### src/rtl/bank_io_pkg.sv
package bank_io_pkg;
  localparam int BYTE_W = 8;
  localparam int CNT_W  = 4;

  typedef enum logic [2:0] {
    ST_IDLE,
    ST_ADDR,
    ST_WR,
    ST_ACK,
    ST_HOLD,
    ST_RD,
    ST_RD_ACK
  } xfer_state_t;
endpackage

### src/rtl/bank_io_line.sv
module bank_io_line #(
  parameter int STAGES = 2
) (
  input  logic clk,
  input  logic rst_n,
  input  logic pin,
  output logic lvl,
  output logic lvl_q
);
  logic [STAGES-1:0] sr_q, sr_d;
  logic              last_q;

  always_comb sr_d = {sr_q[STAGES-2:0], pin};

  always_ff @(posedge clk or negedge rst_n) begin
    if (!rst_n) begin
      sr_q   <= '1;
      last_q <= 1'b1;
    end else begin
      sr_q   <= sr_d;
      last_q <= sr_q[STAGES-1];
    end
  end

  assign lvl   = sr_q[STAGES-1];
  assign lvl_q = last_q;
endmodule

### src/rtl/bank_io_engine.sv
module bank_io_engine
  import bank_io_pkg::*;
#(
  parameter logic [6:0] ADDR7 = 7'h48,
  parameter int         HOLD  = 24
) (
  input  logic              clk,
  input  logic              rst_n,
  input  logic              scl_s,
  input  logic              scl_q,
  input  logic              sda_s,
  input  logic              sda_q,
  input  logic [BYTE_W-1:0] rd_byte,
  output logic              wr_evt,
  output logic              rd_evt,
  output logic              seq_rst,
  output logic [BYTE_W-1:0] rx_byte,
  output logic              sda_low,
  output logic              scl_low
);
  localparam int HW = (HOLD < 2) ? 1 : $clog2(HOLD + 1);

  xfer_state_t       state_q, state_d;
  logic [CNT_W-1:0]  cnt_q, cnt_d;
  logic [BYTE_W-1:0] sh_q, sh_d;
  logic [HW-1:0]     hold_q, hold_d;
  logic              rw_q, rw_d, addr_q, addr_d, nack_q, nack_d;
  logic              sdl_q, sdl_d, scll_q, scll_d;

  logic scl_rise, scl_fall, start_c, stop_c;
  assign scl_rise = scl_s & ~scl_q;
  assign scl_fall = ~scl_s & scl_q;
  assign start_c  = scl_s & scl_q & sda_q & ~sda_s;
  assign stop_c   = scl_s & scl_q & ~sda_q & sda_s;

  always_comb begin
    state_d = state_q;
    cnt_d   = cnt_q;
    sh_d    = sh_q;
    hold_d  = hold_q;
    rw_d    = rw_q;
    addr_d  = addr_q;
    nack_d  = nack_q;
    sdl_d   = sdl_q;
    scll_d  = scll_q;
    wr_evt  = 1'b0;
    rd_evt  = 1'b0;
    seq_rst = 1'b0;
    if (start_c) begin
      state_d = ST_ADDR;
      cnt_d   = '0;
      sdl_d   = 1'b0;
      scll_d  = 1'b0;
      seq_rst = 1'b1;
    end else if (stop_c) begin
      state_d = ST_IDLE;
      sdl_d   = 1'b0;
      scll_d  = 1'b0;
      seq_rst = 1'b1;
    end else begin
      case (state_q)
        ST_ADDR, ST_WR: begin
          if (scl_rise && cnt_q != CNT_W'(BYTE_W)) begin
            sh_d  = {sh_q[BYTE_W-2:0], sda_s};
            cnt_d = cnt_q + 1'b1;
          end else if (scl_fall && cnt_q == CNT_W'(BYTE_W)) begin
            if (state_q == ST_ADDR) begin
              if (sh_q[BYTE_W-1:1] == ADDR7) begin
                rw_d    = sh_q[0];
                addr_d  = 1'b1;
                sdl_d   = 1'b1;
                state_d = ST_ACK;
              end else begin
                state_d = ST_IDLE;
              end
            end else begin
              addr_d  = 1'b0;
              sdl_d   = 1'b1;
              state_d = ST_ACK;
            end
          end
        end
        ST_ACK: begin
          if (scl_fall) begin
            sdl_d   = 1'b0;
            scll_d  = 1'b1;
            hold_d  = HW'(HOLD - 1);
            state_d = ST_HOLD;
            if (rw_q) begin
              rd_evt = 1'b1;
              sh_d   = rd_byte;
              sdl_d  = ~rd_byte[BYTE_W-1];
            end else if (!addr_q) begin
              wr_evt = 1'b1;
            end
          end
        end
        ST_HOLD: begin
          if (hold_q == '0) begin
            scll_d  = 1'b0;
            cnt_d   = '0;
            state_d = rw_q ? ST_RD : ST_WR;
          end else begin
            hold_d = hold_q - 1'b1;
          end
        end
        ST_RD: begin
          if (scl_fall) begin
            if (cnt_q == CNT_W'(BYTE_W - 1)) begin
              sdl_d   = 1'b0;
              state_d = ST_RD_ACK;
            end else begin
              sh_d  = {sh_q[BYTE_W-2:0], 1'b0};
              sdl_d = ~sh_q[BYTE_W-2];
              cnt_d = cnt_q + 1'b1;
            end
          end
        end
        ST_RD_ACK: begin
          if (scl_rise) begin
            nack_d = sda_s;
          end else if (scl_fall) begin
            if (nack_q) begin
              state_d = ST_IDLE;
            end else begin
              rd_evt  = 1'b1;
              sh_d    = rd_byte;
              sdl_d   = ~rd_byte[BYTE_W-1];
              scll_d  = 1'b1;
              hold_d  = HW'(HOLD - 1);
              state_d = ST_HOLD;
            end
          end
        end
        default: state_d = ST_IDLE;
      endcase
    end
  end

  always_ff @(posedge clk or negedge rst_n) begin
    if (!rst_n) begin
      state_q <= ST_IDLE;
      cnt_q   <= '0;
      sh_q    <= '0;
      hold_q  <= '0;
      rw_q    <= 1'b0;
      addr_q  <= 1'b0;
      nack_q  <= 1'b0;
      sdl_q   <= 1'b0;
      scll_q  <= 1'b0;
    end else begin
      state_q <= state_d;
      cnt_q   <= cnt_d;
      sh_q    <= sh_d;
      hold_q  <= hold_d;
      rw_q    <= rw_d;
      addr_q  <= addr_d;
      nack_q  <= nack_d;
      sdl_q   <= sdl_d;
      scll_q  <= scll_d;
    end
  end

  assign rx_byte = sh_q;
  assign sda_low = sdl_q;
  assign scl_low = scll_q;
endmodule

### src/rtl/bank_io_regs.sv
module bank_io_regs
  import bank_io_pkg::*;
#(
  parameter int                OUT_W    = 11,
  parameter logic [BYTE_W-1:0] CODE_LO  = 8'h01,
  parameter logic [BYTE_W-1:0] CODE_HI  = 8'h02,
  parameter logic [BYTE_W-1:0] FALLBACK = 8'h00
) (
  input  logic              clk,
  input  logic              rst_n,
  input  logic              wr_evt,
  input  logic              rd_evt,
  input  logic              seq_rst,
  input  logic [BYTE_W-1:0] rx_byte,
  input  logic [OUT_W-1:0]  alarm_in,
  output logic [BYTE_W-1:0] rd_byte,
  output logic [OUT_W-1:0]  out_port
);
  localparam int LO_W = BYTE_W;
  localparam int HI_W = OUT_W - LO_W;

  logic [BYTE_W-1:0] ctrl_q, ctrl_d;
  logic              phase_q, phase_d;
  logic [LO_W-1:0]   lo_q, lo_d;
  logic [HI_W-1:0]   hi_q, hi_d;

  always_comb begin
    ctrl_d  = ctrl_q;
    phase_d = phase_q;
    lo_d    = lo_q;
    hi_d    = hi_q;
    if (seq_rst) begin
      phase_d = 1'b0;
    end else if (wr_evt) begin
      if (!phase_q) begin
        ctrl_d  = rx_byte;
        phase_d = 1'b1;
      end else begin
        phase_d = 1'b0;
        if (ctrl_q == CODE_LO)      lo_d = rx_byte;
        else if (ctrl_q == CODE_HI) hi_d = rx_byte[HI_W-1:0];
      end
    end else if (rd_evt) begin
      ctrl_d = '0;
    end
  end

  always_comb begin
    if (ctrl_q == CODE_LO)      rd_byte = alarm_in[LO_W-1:0];
    else if (ctrl_q == CODE_HI) rd_byte = {{(BYTE_W-HI_W){1'b0}}, alarm_in[OUT_W-1:LO_W]};
    else                        rd_byte = FALLBACK;
  end

  always_ff @(posedge clk or negedge rst_n) begin
    if (!rst_n) begin
      ctrl_q  <= '0;
      phase_q <= 1'b0;
      lo_q    <= '0;
      hi_q    <= '0;
    end else begin
      ctrl_q  <= ctrl_d;
      phase_q <= phase_d;
      lo_q    <= lo_d;
      hi_q    <= hi_d;
    end
  end

  assign out_port = {hi_q, lo_q};
endmodule

### src/rtl/bank_io_slave.sv
module bank_io_slave
  import bank_io_pkg::*;
#(
  parameter logic [6:0] ADDR7       = 7'h48,
  parameter int         OUT_W       = 11,
  parameter int         HOLD        = 24,
  parameter int         SYNC_STAGES = 2
) (
  input  logic             clk,
  input  logic             rst_n,
  input  logic             scl_i,
  input  logic             sda_i,
  output logic             scl_drive_low,
  output logic             sda_drive_low,
  input  logic [OUT_W-1:0] alarm_in,
  output logic [OUT_W-1:0] out_port
);
  logic [1:0] pin_raw, pin_s, pin_q;
  assign pin_raw = {sda_i, scl_i};

  for (genvar g = 0; g < 2; g++) begin : g_line
    bank_io_line #(.STAGES(SYNC_STAGES)) u_line (
      .clk  (clk),
      .rst_n(rst_n),
      .pin  (pin_raw[g]),
      .lvl  (pin_s[g]),
      .lvl_q(pin_q[g])
    );
  end

  logic              wr_evt, rd_evt, seq_rst;
  logic [BYTE_W-1:0] rx_byte, rd_byte;

  bank_io_engine #(.ADDR7(ADDR7), .HOLD(HOLD)) u_engine (
    .clk    (clk),
    .rst_n  (rst_n),
    .scl_s  (pin_s[0]),
    .scl_q  (pin_q[0]),
    .sda_s  (pin_s[1]),
    .sda_q  (pin_q[1]),
    .rd_byte(rd_byte),
    .wr_evt (wr_evt),
    .rd_evt (rd_evt),
    .seq_rst(seq_rst),
    .rx_byte(rx_byte),
    .sda_low(sda_drive_low),
    .scl_low(scl_drive_low)
  );

  bank_io_regs #(.OUT_W(OUT_W)) u_regs (
    .clk     (clk),
    .rst_n   (rst_n),
    .wr_evt  (wr_evt),
    .rd_evt  (rd_evt),
    .seq_rst (seq_rst),
    .rx_byte (rx_byte),
    .alarm_in(alarm_in),
    .rd_byte (rd_byte),
    .out_port(out_port)
  );
endmodule

### config.mk
export PLATFORM = sky130hd
export DESIGN_NAME = bank_io_slave
export DESIGN_NICKNAME = d
export VERILOG_FILES = /design/src/rtl/bank_io_pkg.sv /design/src/rtl/bank_io_line.sv /design/src/rtl/bank_io_engine.sv /design/src/rtl/bank_io_regs.sv /design/src/rtl/bank_io_slave.sv
export SDC_FILE = /design/constraint.sdc
export NUM_CORES = 1
export LEC_CHECK = 0
export ABC_AREA = 1
export BUFFER_PORTS_ARGS = -buffer_cell sky130_fd_sc_hd__buf_2
export CORE_MARGIN = 2
export CORE_UTILIZATION = 60
export DETAILED_ROUTE_END_ITERATION = 10
export PLACE_DENSITY = 0.79
export RECOVER_POWER = 100
export SYNTH_ARGS = -nofsm -noshare
export SYNTH_HDL_FRONTEND = slang
export SYNTH_SLANG_ARGS = --single-unit
export TNS_END_PERCENT = 5
### constraint.sdc
create_clock -name clk -period 2.6 [get_ports clk]
set_input_delay 0.39 -clock clk [delete_from_list [all_inputs] [get_ports clk]]
set_output_delay 0.39 -clock clk [all_outputs]
set_load 0.05 [all_outputs]
[Yosys cells after proc, flatten, opt, wreduce, memory -nomap -nowiden]
Index checks and enable logic that the tools add are counted.
Word-level totals
  bits of input ports: 15
  output and inout bits: 13
  bits in registers: 51
  word-level logic and storage cells: 182
Cells by class
  reductions and logical operators: 23
  eq/ne operators: 38
  bitwise gates (word level): 18
  $add $sub $neg: 2
  mux-type cells: 84
Operators by type and width (count)
  2-to-1 mux 8 bit: 12
  2-to-1 mux 1 bit: 39
  2-to-1 mux 3 bit: 13
  case mux 8 bit (4 select lines): 1
  2-to-1 mux 5 bit: 5
  2-to-1 mux 4 bit: 6
  inequality test 4 x 1 -> 1 bit, second input constant: 6
  AND reduction 6 bit: 3
  AND reduction 8 bit: 2
  case mux 3 bit (5 select lines): 1
  case mux 5 bit (3 select lines): 1
  inequality test 2 x 1 -> 1 bit, second input constant: 6
  inequality test 2 bit, second input constant: 6
  inequality test 4 bit, second input constant: 3
  case mux 4 bit (3 select lines): 1
  NOT 1 bit: 11
  AND reduction 11 bit: 1
  equality test 3 bit, second input constant: 3
  inequality test 3 x 1 -> 1 bit, second input constant: 3
  AND reduction 9 bit: 1
  equality test 8 x 1 -> 1 bit, second input constant: 1
  equality test 8 x 2 -> 1 bit, second input constant: 1
  AND reduction 4 bit: 2
  nonzero test 4 bit: 2
  other kinds (25): 35

[Longest topological paths before layout]
  depth after elaboration: 10
  depth in mapped cells: 12
  depth with buffers taken out: 11

[Modules after synthesis]
A second synthesis with hierarchy kept.
Second synthesis, totals
  cell total of the unflattened synthesis: 415
  area, all modules: 3034.2 µm²
Modules (own cells, without submodules)
  bank_io_engine: area each 1915.6 µm², times used 1, cells an instance 287
  bank_io_regs: area each 960.9 µm², times used 1, cells an instance 122
  bank_io_line: area each 78.8 µm², times used 2, cells an instance 3

[Worst setup path after synthesis]
No wires, ideal clock.
  path kind: flip-flop to flip-flop
  start: reg g_line[0].u_line.last_q
  end: reg u_regs.lo_q[5]
  buffers on the path: 2
  arrival: 1472 ps
  path slack: 1005 ps
  data required time: 2478 ps
  library setup time: 122 ps
  stages on the path, launching flop included: 10
  cell sequence: dfstp_2 > buf_4 > inv_1 > nor2_2 > nand3_2 > nor2_4 > nand2_2 > buf_2 > nand2_1 > o21ai_1
Between the ends
  cells in the longest elaborated chain, start to end: 7
  elaborated cells on any way between the ends: 14
  those cells by class: mux (6); bitwise (7); reduce/logical (1)
Ends and longest elaborated chain
  from (decl): line bank_io_line.sv:11  | logic last_q;
  from (signal assigned): line bank_io_line.sv:21  | last_q <= sr_q[STAGES-1];
  bitwise AND 1 bit: line bank_io_engine.sv:33, bank_io_engine.sv:34
  bitwise AND 1 bit (2 in a row): line bank_io_engine.sv:34  | assign stop_c = scl_s & scl_q & ~sda_q & sda_s;
  2-to-1 mux 1 bit: line bank_io_engine.sv:55  | end else if (stop_c) begin
  2-to-1 mux 1 bit: line bank_io_engine.sv:49  | if (start_c) begin
  NOT 1 bit (no source line)
  AND reduction 4 bit (no source line) (*)
  to (signal assigned): line bank_io_regs.sv:63  | lo_q <= lo_d;
  to (decl): line bank_io_regs.sv:24  | logic [LO_W-1:0] lo_q, lo_d;
Every way passes the cells marked *; elsewhere a longest branch is shown, timed or not.
A chain may end at the register's enable or synchronous reset.

[Worst setup path after layout]
  start: reg g_line[0].u_line.last_q
  end: reg u_engine.cnt_q[2]
Between the ends
  cells in the longest elaborated chain, start to end: 5
  elaborated cells on any way between the ends: 17
  those cells by class: eq/ne (5); mux (1); bitwise (8); reduce/logical (3)
Ends and longest elaborated chain
  bitwise AND 1 bit / NOT 1 bit (equally long branches): line bank_io_engine.sv:33, bank_io_engine.sv:34, bank_io_engine.sv:31
  bitwise AND 1 bit (on tied branches): line bank_io_engine.sv:33, bank_io_engine.sv:31, bank_io_engine.sv:34
  bitwise AND 1 bit (tied with other cells): line bank_io_engine.sv:33  | assign start_c = scl_s & scl_q & sda_q & ~sda_s;
  inequality test 3 x 1 -> 1 bit (no source line) (tied with other cells)
  AND reduction 6 bit (no source line)
  to (signal assigned): line bank_io_engine.sv:153  | cnt_q <= cnt_d;
  to (decl): line bank_io_engine.sv:24  | logic [CNT_W-1:0] cnt_q, cnt_d;
Parallel ways exist; a longest one is shown, timed or not.

==> results.txt <==
Setup crit end kind -> flip-flop
number of storage elements in the synthesis netlist -> 51
final setup margin -> 474 ps
Cell Area, Placed -> 3190 sq um
fmax -> 470 MHz
Static Leakage -> 1.65 nW
launch instance of the worst register-to-register path -> g_line[0].u_line.lvl_q
worst-path fanout max -> 8
Vias per Instance -> 5.37
result of the run -> completed
required time of the critical path -> 2800 ps
Period Utilization, post-route -> 81.8%
worst hold slack -> 166 ps
Max Root-Sink Buffers -> 2
areal power density over the cells -> 643 nW/um^2
max-slew headroom at the worst pin -> 32.1%
count of final max-slew check failures -> 0
mean instance size in the synthesized netlist -> 7.51 sq um
antenna violations before repair -> 0
share of the yosys chip area belonging to registers -> 42.8%
setup total negative slack -> 0 ps
global route total overflow -> 0
CTS Root Buffer Type -> sky130_fd_sc_hd__clkbuf_8
Total Power Consumption -> 2.09 mW
Data arrival, critical path -> 2320 ps
number of violations of the max-capacitance limit -> 0
number of H-tree levels -> 2
kind of critical path -> flip-flop to flip-flop
starting density of the core -> 62.7%
post-synthesis cell count -> 400
die area -> 5590 sq um
via total after detailed routing -> 2673
Final Routed Wirelength -> 6410 um
summed instance area of the synthesized netlist -> 3000 sq um
number of cell instances on the worst register-to-register path -> 7
Antenna Nets Post-Route -> 0
Initial DRC Count -> 195
worst reg2reg path endpoint -> u_engine.cnt_q[2]
Final GP Congestion -> 1.01
worst slew pin tran -> 1020 ps
final setup violation count -> 0
Placed Instances -> 489
remaining design rule violation count -> 0
Worst Hold Path EP -> g_line[1].u_line.sr_q[0]
synth-to-layout area growth -> 8.25%
instance count along the most critical hold path -> 1
final core utilization -> 67.9%
Post-layout nets -> 449
half-perimeter wire length after placement -> 4910 um
Wirelength per Cell -> 12.9 um
Synth cell types -> 36
final count of hold timing violations -> 0
Post-CTS Resized -> 0
total nets after synthesis -> 419
ratio of cells with drive above 1 in the final layout -> 12.5%
total global-route track usage -> 25.3%
clk_skew -> 8.63 ps
setup slack of the most critical reg-to-reg path -> 470 ps
Hold Path Class -> input pin to flip-flop
clock tree sinks -> 51
die extent in y -> 74.7 um
Hold Startpoint -> sda_i
yosys synthesis warning count -> 0
final non-filler cell area -> 3250 sq um
post-route non-filler standard cell count -> 498
maximum number of pins on one net before global-route repair -> 28
Floorplan Core Area -> 4790 sq um
CTS tree -> yes
clock transition at the register clock pins on the worst setup and hold paths after CTS -> 90 ps
unrepaired setup endpoints after global routing -> no
antenna cells -> 0
number of buffers created by CTS -> 5
number of setup buffers added after CTS -> 0
min Tclk post-route -> 2130 ps
Pre-antenna DRT Iters -> 5
via count of the first global-routing pass -> 2381
first-pass GRT wire length -> 10800 um
num rows -> 25
number of buffer cells added on primary ports -> 27
Die Span X -> 74.7 um
number of ports placed on the die boundary -> 28
Worst Setup Slack post-DPL -> 745 ps
worst voltage drop across the vdd grid -> 0.000424 V
latest clock arrival within the worst-skew pair -> 310 ps
CP Launch Type -> flip-flop
[critical path: stages, from the launching register on]
cell and delay (ps):
sky130_fd_sc_hd__dfstp_1 730, sky130_fd_sc_hd__nand2_1 120, sky130_fd_sc_hd__nor3_1 550, sky130_fd_sc_hd__nor2_1 150, sky130_fd_sc_hd__a21oi_2 200, sky130_fd_sc_hd__nand2_1 130, sky130_fd_sc_hd__nand2_1 80, sky130_fd_sc_hd__nand2_1 50
[cell usage in the layout (no fill, tap or decap), drive strengths merged]
cell type and instances:
a21oi 5, a22oi 1, and2 1, buf 13
bufinv 1, clkbuf 22, clkinv 2, clkinvlp 1
dfrtp 45, dfstp 6, dlygate4sd3 1, ha 4
inv 45, nand2 136, nand3 57, nand4 6
nor2 44, nor2b 1, nor3 5, nor3b 1
o211ai 1, o21ai 28, o21bai 1, xor2 4
[Yosys cell counts (all sizes together)]
cell / n / share of area [%]
o21bai: 1 / 0.37
nor2b: 1 / 0.21
a22oi: 1 / 0.25
buf: 6 / 1.5
xor2: 4 / 1.2
dfrtp: 45 / 37
nand2: 136 / 19
clkinv: 2 / 0.67
and2: 1 / 0.21
nand3: 57 / 10
a21oi: 5 / 0.96
nand4: 6 / 2.2
dfstp: 6 / 5.2
o211ai: 1 / 0.25
inv: 45 / 5.7
o21ai: 28 / 4.7
nor3b: 1 / 0.25
clkbuf: 1 / 0.12
nor2: 44 / 6.7
ha: 4 / 1.7
nor3: 5 / 1.0
[registers in the layout, indices dropped and copies added, names as in the netlist, 2 cells and up]
signal               count
u_engine.state_q         3
u_regs.lo_q              8
u_engine.rx_byte         8
u_regs.ctrl_q            8
g_line.u_line.sr_q       4
u_engine.cnt_q           4
u_engine.hold_q          5
u_regs.hi_q              3
g_line.u_line.lvl_q      2
[layout make-up]
class,count,area [sq um]
fill,429,1540
multi-input combinational,295,1450
sequential,51,1280
inverter,47,191
timing repair buffer,30,136
tap,67,83.8
clock buffer,6,72.6
clock inverter,2,37.5
[what timing repair did]
action / CTS / global route
hold buffers: 1 / 0
hold endpoints to repair: 2 / 0
setup endpoints to repair: 0 / 0
[cell families after synthesis]
family / share of synthesized area, %
simple gates: 40.0
xor+xnor: 1.17
fa+ha+maj: 1.67
flops: 42.7
compound gates: 6.50
buf+inv: 7.96
[worst max path at each step]
stage | start | to | slack [ps] | depth (start not counted)
3_3_place_gp | u_engine.state_q[0] | u_engine.scl_low | 770 | 8
2_1_floorplan | g_line[0].u_line.lvl_q | u_regs.lo_q[5] | 1010 | 9
5_1_grt | g_line[0].u_line.lvl_q | u_engine.cnt_q[1] | 290 | 7
3_5_place_dp | u_engine.state_q[0] | u_engine.scl_low | 740 | 8
6_report | g_line[0].u_line.lvl_q | u_engine.cnt_q[2] | 470 | 7
4_1_cts | u_engine.state_q[2] | u_engine.hold_q[2] | 730 | 8
[per-layer routing]
metal	global-route usage, %	part of all wire, %	up-vias
met5	0	0	-
met4	6.35	1.1	0
met3	4.69	4.6	9
met2	38.9	45	80
met1	37.2	49	1249
li1	-	-	1335
[report_power, final]
group | switching, mW | internal [mW] | total (mW)
Sequential | 0.147 | 0.901 | 1.05
Clock | 0.257 | 0.287 | 0.544
Combinational | 0.324 | 0.173 | 0.497
Total | 0.728 | 1.36 | 2.09
(Power assumes the default switching activity.)
